===== src/rtl/dbg_inject_pkg.sv =====
package dbg_inject_pkg;
  typedef enum logic {
    ST_HALT = 1'b0,
    ST_BUSY = 1'b1
  } inj_state_e;
endpackage


===== src/rtl/inj_wr_decode.sv =====
module inj_wr_decode #(
  parameter int ADDR_W    = 8,
  parameter int NUM_BYTES = 5,
  parameter logic [ADDR_W-1:0] BASE_ADDR = 8'h21
) (
  input  logic                 clk,
  input  logic                 rst_n,
  input  logic                 wr_en,
  input  logic                 wr_start,
  input  logic [ADDR_W-1:0]    wr_addr,
  output logic [NUM_BYTES-1:0] slot_hit
);
  logic [ADDR_W-1:0] ptr_q;
  logic [ADDR_W-1:0] eff_addr;

  // Window test done one bit wider so base + count cannot wrap.
  function automatic logic in_window(input logic [ADDR_W-1:0] a);
    logic [ADDR_W:0] lo, hi;
    lo = {1'b0, BASE_ADDR};
    hi = lo + (ADDR_W+1)'(NUM_BYTES);
    return ({1'b0, a} >= lo) && ({1'b0, a} < hi);
  endfunction

  // Byte index held at an address: highest address is byte 0.
  function automatic logic [ADDR_W-1:0] slot_of(input logic [ADDR_W-1:0] a);
    return ADDR_W'(NUM_BYTES - 1) - (a - BASE_ADDR);
  endfunction

  assign eff_addr = wr_start ? wr_addr : ptr_q;

  always_ff @(posedge clk) begin
    if (!rst_n)     ptr_q <= '0;
    else if (wr_en) ptr_q <= eff_addr + ADDR_W'(1);
  end

  for (genvar gi = 0; gi < NUM_BYTES; gi++) begin : g_hit
    assign slot_hit[gi] = wr_en && in_window(eff_addr) &&
                          (slot_of(eff_addr) == ADDR_W'(gi));
  end
endmodule


===== src/rtl/inj_byte_store.sv =====
module inj_byte_store #(
  parameter int DATA_W    = 8,
  parameter int NUM_BYTES = 5,
  parameter int IDX_W     = 3,
  parameter logic [DATA_W-1:0] NOP_BYTE = 8'h00
) (
  input  logic                 clk,
  input  logic [NUM_BYTES-1:0] wr_mask,
  input  logic [DATA_W-1:0]    wr_data,
  input  logic [IDX_W-1:0]     rd_idx,
  output logic [DATA_W-1:0]    rd_data
);
  logic [DATA_W-1:0] mem [NUM_BYTES];

  // No reset: contents are undefined until written.
  always_ff @(posedge clk) begin
    for (int i = 0; i < NUM_BYTES; i++)
      if (wr_mask[i]) mem[i] <= wr_data;
  end

  always_comb begin
    rd_data = NOP_BYTE;
    for (int i = 0; i < NUM_BYTES; i++)
      if (rd_idx == IDX_W'(i)) rd_data = mem[i];
  end
endmodule


===== src/rtl/inj_step_ctrl.sv =====
module inj_step_ctrl
  import dbg_inject_pkg::*;
(
  input  logic clk,
  input  logic rst_n,
  input  logic trig_wr,
  input  logic retire,
  input  logic fetch_ovf,
  input  logic err_clr,
  output logic trig_accept,
  output logic step_pulse,
  output logic rebreak_req,
  output logic busy,
  output logic err
);
  inj_state_e state_q;
  logic       trig_reject;

  assign busy        = (state_q == ST_BUSY);
  assign trig_accept = trig_wr && !busy;
  assign trig_reject = trig_wr && busy;

  always_ff @(posedge clk) begin
    if (!rst_n) begin
      state_q     <= ST_HALT;
      step_pulse  <= 1'b0;
      rebreak_req <= 1'b0;
      err         <= 1'b0;
    end else begin
      step_pulse  <= trig_accept;
      rebreak_req <= busy && retire;
      err         <= (err && !err_clr) || trig_reject || fetch_ovf;
      case (state_q)
        ST_HALT: if (trig_accept) state_q <= ST_BUSY;
        ST_BUSY: if (retire)      state_q <= ST_HALT;
        default: state_q <= ST_HALT;
      endcase
    end
  end
endmodule


===== src/rtl/dbg_inject_buf.sv =====
module dbg_inject_buf #(
  parameter int ADDR_W    = 8,
  parameter int DATA_W    = 8,
  parameter int NUM_BYTES = 5,
  parameter logic [ADDR_W-1:0] BASE_ADDR = 8'h21,
  parameter logic [DATA_W-1:0] NOP_BYTE  = 8'h00,
  localparam int IDX_W = $clog2(NUM_BYTES + 1)
) (
  input  logic              clk,
  input  logic              rst_n,
  input  logic              dbg_wr_en,
  input  logic              dbg_wr_start,
  input  logic [ADDR_W-1:0] dbg_wr_addr,
  input  logic [DATA_W-1:0] dbg_wr_data,
  input  logic              dbg_err_clr,
  input  logic              core_retire,
  input  logic              fetch_req,
  input  logic [IDX_W-1:0]  fetch_idx,
  output logic [DATA_W-1:0] fetch_data,
  output logic              step_pulse,
  output logic              rebreak_req,
  output logic              busy,
  output logic              inj_err
);
  logic [NUM_BYTES-1:0] slot_hit;
  logic [NUM_BYTES-1:0] wr_mask;
  logic                 trig_wr;
  logic                 trig_accept;
  logic                 fetch_ovf;

  inj_wr_decode #(
    .ADDR_W(ADDR_W), .NUM_BYTES(NUM_BYTES), .BASE_ADDR(BASE_ADDR)
  ) u_dec (
    .clk(clk), .rst_n(rst_n), .wr_en(dbg_wr_en), .wr_start(dbg_wr_start),
    .wr_addr(dbg_wr_addr), .slot_hit(slot_hit)
  );

  assign trig_wr   = slot_hit[0];
  assign fetch_ovf = fetch_req && busy && (fetch_idx >= IDX_W'(NUM_BYTES));

  // Trigger byte only when accepted; operand bytes frozen while busy.
  for (genvar gi = 0; gi < NUM_BYTES; gi++) begin : g_mask
    if (gi == 0) begin : g_trig
      assign wr_mask[gi] = slot_hit[gi] && trig_accept;
    end else begin : g_oper
      assign wr_mask[gi] = slot_hit[gi] && !busy;
    end
  end

  inj_byte_store #(
    .DATA_W(DATA_W), .NUM_BYTES(NUM_BYTES), .IDX_W(IDX_W), .NOP_BYTE(NOP_BYTE)
  ) u_store (
    .clk(clk), .wr_mask(wr_mask), .wr_data(dbg_wr_data),
    .rd_idx(fetch_idx), .rd_data(fetch_data)
  );

  inj_step_ctrl u_ctrl (
    .clk(clk), .rst_n(rst_n), .trig_wr(trig_wr), .retire(core_retire),
    .fetch_ovf(fetch_ovf), .err_clr(dbg_err_clr), .trig_accept(trig_accept),
    .step_pulse(step_pulse), .rebreak_req(rebreak_req), .busy(busy),
    .err(inj_err)
  );
endmodule


===== config.mk =====
export PLATFORM = sky130hd
export DESIGN_NAME = dbg_inject_buf
export DESIGN_NICKNAME = d
export VERILOG_FILES = /design/src/rtl/dbg_inject_pkg.sv /design/src/rtl/inj_wr_decode.sv /design/src/rtl/inj_byte_store.sv /design/src/rtl/inj_step_ctrl.sv /design/src/rtl/dbg_inject_buf.sv
export SDC_FILE = /design/constraint.sdc
export NUM_CORES = 1
export LEC_CHECK = 0
export ABC_AREA = 1
export BUFFER_PORTS_ARGS = -buffer_cell sky130_fd_sc_hd__buf_2
export CORE_UTILIZATION = 63
export CTS_BUF_LIST = sky130_fd_sc_hd__clkbuf_2
export DETAILED_ROUTE_END_ITERATION = 6
export PLACE_DENSITY = 0.95
export SLEW_MARGIN = 30
export SYNTH_ARGS = -nofsm -noshare
export SYNTH_HDL_FRONTEND = slang
export SYNTH_HIERARCHICAL = 1
export SYNTH_SLANG_ARGS = --single-unit

===== constraint.sdc =====
create_clock -name clk -period 4.15 [get_ports clk]
set_input_delay 0.415 -clock clk [delete_from_list [all_inputs] [get_ports clk]]
set_output_delay 0.415 -clock clk [all_outputs]
set_load 0.02 [all_outputs]

# Word level (Yosys, flattened, before mapping)

Memories as Yosys holds them, arrays and structs flattened.
Cells that the tools add are included.
Widths: inputs -> output; s select.

Memories kept: 1
Memory bits (writable): 40
Word-level logic and storage cells: 80
Output and inout port bits: 12
Flip-flop bits (word level): 12
Bits of input ports: 26

Bitwise gates (word level): 1
Muxes and demuxes: 31
Eq/ne operators: 8
Add/subtract/negate cells: 3
$lt $le $gt $ge: 3
Reductions and logical operators: 28

Memory list:

| name        | depth | bits a word | read ports | clocked after memory_dff | write ports | RTL line             | RTL |
|---|---|---|---|---|---|---|---|
| u_store.mem | 5     | 8           | 5          | 0                        | 1           | inj_byte_store.sv:13 | `logic [DATA_W-1:0] mem [NUM_BYTES];` |

Operators by type and width:

| kind                | count |
|---|---|
| $mux 8              | 10 |
| $reduce_or 8->1     | 4 |
| $logic_and 1x1->1   | 18 |
| $eq 8x2->1 const B  | 2 |
| $mux 1              | 16 |
| $mux 3              | 4 |
| $add 8x1->8 const B | 1 |
| $eq 8x1->1 const B  | 1 |
| $eq 8x3->1 const B  | 1 |
| $ge 8x6->1 const B  | 1 |
| $logic_not 8->1     | 1 |
| $lt 8x6->1 const B  | 1 |
| $sub 3x8->8 const A | 1 |
| $sub 8x6->8 const B | 1 |
| $eq 3x2->1 const B  | 2 |
| $eq 3x1->1 const B  | 1 |
| $eq 3x3->1 const B  | 1 |
| $ge 3x3->1 const B  | 1 |
| $logic_not 3->1     | 1 |
| $logic_not 1->1     | 2 |
| $logic_or 1x1->1    | 2 |
| $pmux 1 s2          | 1 |
| $not 1->1           | 1 |

# Logic depth before layout (Yosys ltp)

Depth after elaboration: 13
Gate-level depth with buffers: 14
Gate-level depth less buffers: 14

# Cells and area by module

Netlist, hierarchy kept.

By module, submodules not included:

| module         | area an instance (µm²) | cells an instance | sequential area each (µm²) | instances |
|---|---|---|---|---|
| inj_byte_store | 1,574.0                | 120               | 1,201.2                    | 1 |
| inj_wr_decode  | 769.5                  | 126               | 160.2                      | 1 |
| inj_step_ctrl  | 150.1                  | 20                | 80.1                       | 1 |
| dbg_inject_buf | 50.0                   | 13                | 0.0                        | 1 |

# Worst setup path before layout

OpenSTA, ideal clock, no wires.

Kind: input to register
Start: in dbg_wr_start
End: mem u_store.mem[1][2], in the netlist u_store/mem[0][10], enable pin
Arrival time: 1,920 ps
Setup slack: 1,859 ps
Path buffers: 0
Stages on the path: 12
Required time: 3,780 ps
Library setup time: 370 ps
Cell sequence: inv_2 or2_0 o21ai_2 inv_1 ha_1 inv_1 nand2_1 a21oi_2 nand3_2 nor2_1 inv_1 nor2_1

Cells in the longest elaborated chain, start to end: 13
Elaborated cells between the ends (all ways): 45
Those cells by class: add/sub (2); order compare (2); eq/ne (4); mux (19); reduce/logical (18)

RTL lines:

| element                                                         | RTL line                                 | RTL |
|---|---|---|
| from (decl)                                                     | dbg_inject_buf.sv:12                     | `input logic dbg_wr_start,` |
| $mux 8 *                                                        | inj_wr_decode.sv:29                      | `assign eff_addr = wr_start ? wr_addr : ptr_q;` |
| $sub 8x6->8 (tied with other cells)                             | inj_wr_decode.sv:26                      | `return ADDR_W'(NUM_BYTES - 1) - (a - BASE_ADDR);` |
| $sub 3x8->8 / $logic_and 1x1->1 (equally long branches)         | inj_wr_decode.sv:26, inj_wr_decode.sv:21 |  |
| $eq 8x1->1 / $logic_and 1x1->1 (equally long branches)          | inj_wr_decode.sv:38, inj_wr_decode.sv:37 |  |
| $logic_and 1x1->1 *                                             | inj_wr_decode.sv:37                      | `assign slot_hit[gi] = wr_en && in_window(eff_addr) &&` |
| via slot_hit[1]                                                 | dbg_inject_buf.sv:25                     | `logic [NUM_BYTES-1:0] slot_hit;` |
| $logic_and 1x1->1 *                                             | dbg_inject_buf.sv:46                     | `assign wr_mask[gi] = slot_hit[gi] && !busy;` |
| via wr_mask[1]                                                  | dbg_inject_buf.sv:26                     | `logic [NUM_BYTES-1:0] wr_mask;` |
| $mux 1 *                                                        | inj_byte_store.sv:18                     | `if (wr_mask[i]) mem[i] <= wr_data;` |
| $mux 1 (not written as such) *                                  | inj_byte_store.sv:18                     |  |
| $reduce_or 8->1 (no line)                                       | --                                       |  |
| $mux 3 (no line) / $mux 1 (equally long branches) (4 in series) | --                                       |  |
| to (decl)                                                       | inj_byte_store.sv:13                     |  |

Mark *: on every way through the listed nets, which the timed path passes. The rest lies on a longest branch.

# Worst setup path after layout

Start: in dbg_wr_start
End: mem u_store.mem[3][0], in the netlist u_store/mem[0][24], enable pin

Elaborated cells between the ends (all ways): 45
Those cells by class: add/sub (2); order compare (2); eq/ne (4); mux (19); reduce/logical (18)

RTL lines:

| element                                                         | RTL line |
|---|---|
| $mux 8 *                                                        | inj_wr_decode.sv:29 |
| $sub 8x6->8 (tied with other cells)                             | inj_wr_decode.sv:26 |
| $sub 3x8->8 / $logic_and 1x1->1 (equally long branches)         | inj_wr_decode.sv:26, inj_wr_decode.sv:21 |
| $eq 8x2->1 / $logic_and 1x1->1 (equally long branches)          | inj_wr_decode.sv:38, inj_wr_decode.sv:37 |
| $logic_and 1x1->1 *                                             | inj_wr_decode.sv:37 |
| via slot_hit[3]                                                 | dbg_inject_buf.sv:25 |
| $logic_and 1x1->1 *                                             | dbg_inject_buf.sv:46 |
| via wr_mask[3]                                                  | dbg_inject_buf.sv:26 |
| $mux 1 *                                                        | inj_byte_store.sv:18 |
| $mux 1 (not written as such) *                                  | inj_byte_store.sv:18 |
| $reduce_or 8->1 (no line)                                       | -- |
| $mux 3 (no line) / $mux 1 (equally long branches) (2 in series) | -- |

Marked as above.

==> flow_summary.toml <==
[timing]
finClkSkew_ps = 31.8
rsz0062_at_grt = "false"
clock.fmax_mhz = 412
layout_setup_ws_ps = 1720
fin_crit_sh_pct = 58.5
setup-violations-final = 0
maxSlewViolCount = 0
finalHoldViolCount = 0
slew_headroom_pct = 50.9
finalCriticalPeriod_ps = 2430
worst_slew_pin_slew_ps = 733
tns_ps = 0

[clocking]
h-tree-depth = 2
cts_tree = "done"
clockBufferDepth = 2
cts_root_buffer = "clkbuf_2"
cts_setup_buffers = 0
clk_pin_slew_ps = 250
clock-sinks = 52
clk-insertion-delay-late_ps = 440
cts_resized = 0
numCtsBuffers = 5
postCtsHoldBufs = 0

[worst_hold_path]
hp-class = "primary input to register"

[global_routing]
antenna_found_initial = 0
grt_pass1_vias = 1807
overflow = 0
grt_max_degree = 19
grt_pass1_wl_um = 7760
grtUsageTotal_pct = 25.3

[detailed_routing]
drc_errors = 0
drt-initial-drc-count = 151
ant_nets = 0
via_count = 1970
dr.pass1.iters = 5
drt-total-wl_um = 4910
wire_per_inst_um = 13.3
vias_per_cell = 5.34

[layout]
multi_input_area_um2 = 902
final.fill_count = 238
final_common_cell = "nand2_1"
final_cell_mix = "56 x nand2_1, 43 x nor2_1, 42 x inv_1"
nets = 352
syn2layout_area_growth_pct = 10.5
antenna_cells = 0
layout-drive-gt1-share_pct = 22.4
regArea_um2 = 1440
fin_cells = 369

[synth]
yosys.cell_types.count = 25
yosys_warnings = 6
ys_seq_area_share_pct = 56.7
synth.avg_cell_area_um2 = 9.12
syn_nets = 311
synth-compound-area-share_pct = 3.94
syn_inst = 279
synthAdderAreaFrac_pct = 2.95
synthMuxAreaShare_pct = 0
synth_top_family_by_area = "simple AND/OR/NAND/NOR gates"
yosys_register_bits = 52
synth-simple-area-share_pct = 27.9
synth_area_um2 = 2540
synth_xor_area_share_pct = 0.689

[die]
die_h_um = 65.5
die_w_um = 65.5
num_rows = 22
die_area_um2 = 4300
core_um2 = 3770
start_util_pct = 67.5
io_pins = 38

[outcome]
status = "finished, final reports clean"

[critical_path]
critical_path.max_fanout = 12
crit_path_end_kind = "register"
path_class = "primary input to register"
required_ps = 4240
arrival_ps = 2520
start_kind = "primary input"

[power]
power.density_nw_per_um2 = 320
peakVddDrop_mv = 0.289
p_leak_nw = 1.27

[placed_design]
gp_congestion = 0.904
dp.final_hpwl_um = 3810
dp.cells = 361
dp_slack_ps = 1270
placement.io_buffers = 37

[flow_run]
drv_cap = 0
-- state kept, by name, indices dropped and copies added (netlist names) --
register / cells
u_ctrl/step_pulse: 1
u_ctrl/err: 1
u_ctrl/rebreak_req: 1
u_store/mem: 40
u_dec/ptr_q: 8
u_ctrl/busy: 1
-- path summary, 6_finish.rpt --
path | startpoint | to | slack (ps) | cells past startpoint
worst max register to register | u_dec/ptr_q[1] | u_store/mem[0][24] | 1780 | 10
worst max-delay path | dbg_wr_start | u_store/mem[0][24] | 1720 | 13
worst min-delay path | core_retire | u_ctrl/busy | 150 | 2
worst min register to register | u_dec/ptr_q[0] | u_dec/ptr_q[0] | 540 | 2
-- final cells by class --
class / instances / share of cell area [%]
clock buffer: 5 / 0.890
tap: 48 / 2.14
timing repair buffer: 37 / 6.59
inverter: 46 / 6.14
sequential: 52 / 51.3
clock inverter: 3 / 0.890
multi-input combinational: 178 / 32.1
-- metal layers --
| metal | wire length (um) | vias up | GRT usage [%] | part of all wire (%) |
|---|---|---|---|---|
| li1 | - | 972 | - | - |
| met1 | 2140 | 888 | 31.8 | 44 |
| met2 | 2190 | 101 | 40.3 | 45 |
| met3 | 487 | 9 | 6.77 | 9.9 |
| met4 | 93 | 0 | 12.2 | 1.9 |
| met5 | 0 | - | 0 | 0 |
-- metrics by stage --
stage                     power, mW  utilization (%)  area [um^2]  hold slack [ps]
after floorplan               0.662                -         2540              488
after global placement        0.700             73.2         2760              513
after detailed placement      0.704             73.2         2760              519
after CTS                     0.901             74.6         2810              107
after global routing          0.932             74.6         2810             97.0
final                         0.900             74.6         2810              146
-- cell families after synthesis --
| family | Yosys count |
|---|---|
| AND/OR/NAND/NOR | 153 |
| flip-flops | 52 |
| buffers and inverters | 49 |
| AO/OA/AOI/OAI | 17 |
| adder cells (fa/ha/maj) | 6 |
| XOR/XNOR | 2 |
-- power breakdown --
part           internal (mW)  switching [mW]
clock                 0.0461           0.158
combinational         0.0412          0.0849
sequential             0.566         0.00255
total                  0.654           0.246
-- cell usage after synthesis --
| library cell | n | area, um^2 |
|---|---|---|
| nand3_2 | 2 | 20.0 |
| inv_2 | 4 | 15.0 |
| nor2_1 | 43 | 161 |
| buf_6 | 2 | 22.5 |
| nand3b_1 | 1 | 7.51 |
| nor2_4 | 3 | 33.8 |
| nor2_2 | 4 | 25.0 |
| o21ai_0 | 7 | 35.0 |
| nor3_4 | 1 | 16.3 |
| inv_1 | 42 | 158 |
| buf_2 | 1 | 5.00 |
| ha_1 | 6 | 75.1 |
| a21oi_2 | 1 | 8.76 |
| nand3_1 | 33 | 165 |
| nand2_2 | 7 | 43.8 |
| nand3b_2 | 1 | 11.3 |
| a21oi_1 | 5 | 25.0 |
| xor2_1 | 2 | 17.5 |
| or2_0 | 1 | 6.26 |
| o21ai_2 | 3 | 26.3 |
| o21ai_1 | 1 | 5.00 |
| or2_4 | 1 | 8.76 |
| nand2_1 | 56 | 210 |
| dfxtp_1 | 12 | 240 |
| edfxtp_1 | 40 | 1200 |
-- worst max-delay path: stages --
cell and delay, ps:
buf_2 230, inv_2 110, or2_0 220, o21ai_2 110, inv_1 130, ha_1 230
inv_1 60, nand2_1 70, a21oi_2 170, nand3_2 110, nor2_1 90, inv_1 40
nor2_1 520
Note: power is estimated with default switching activity, not from simulation.
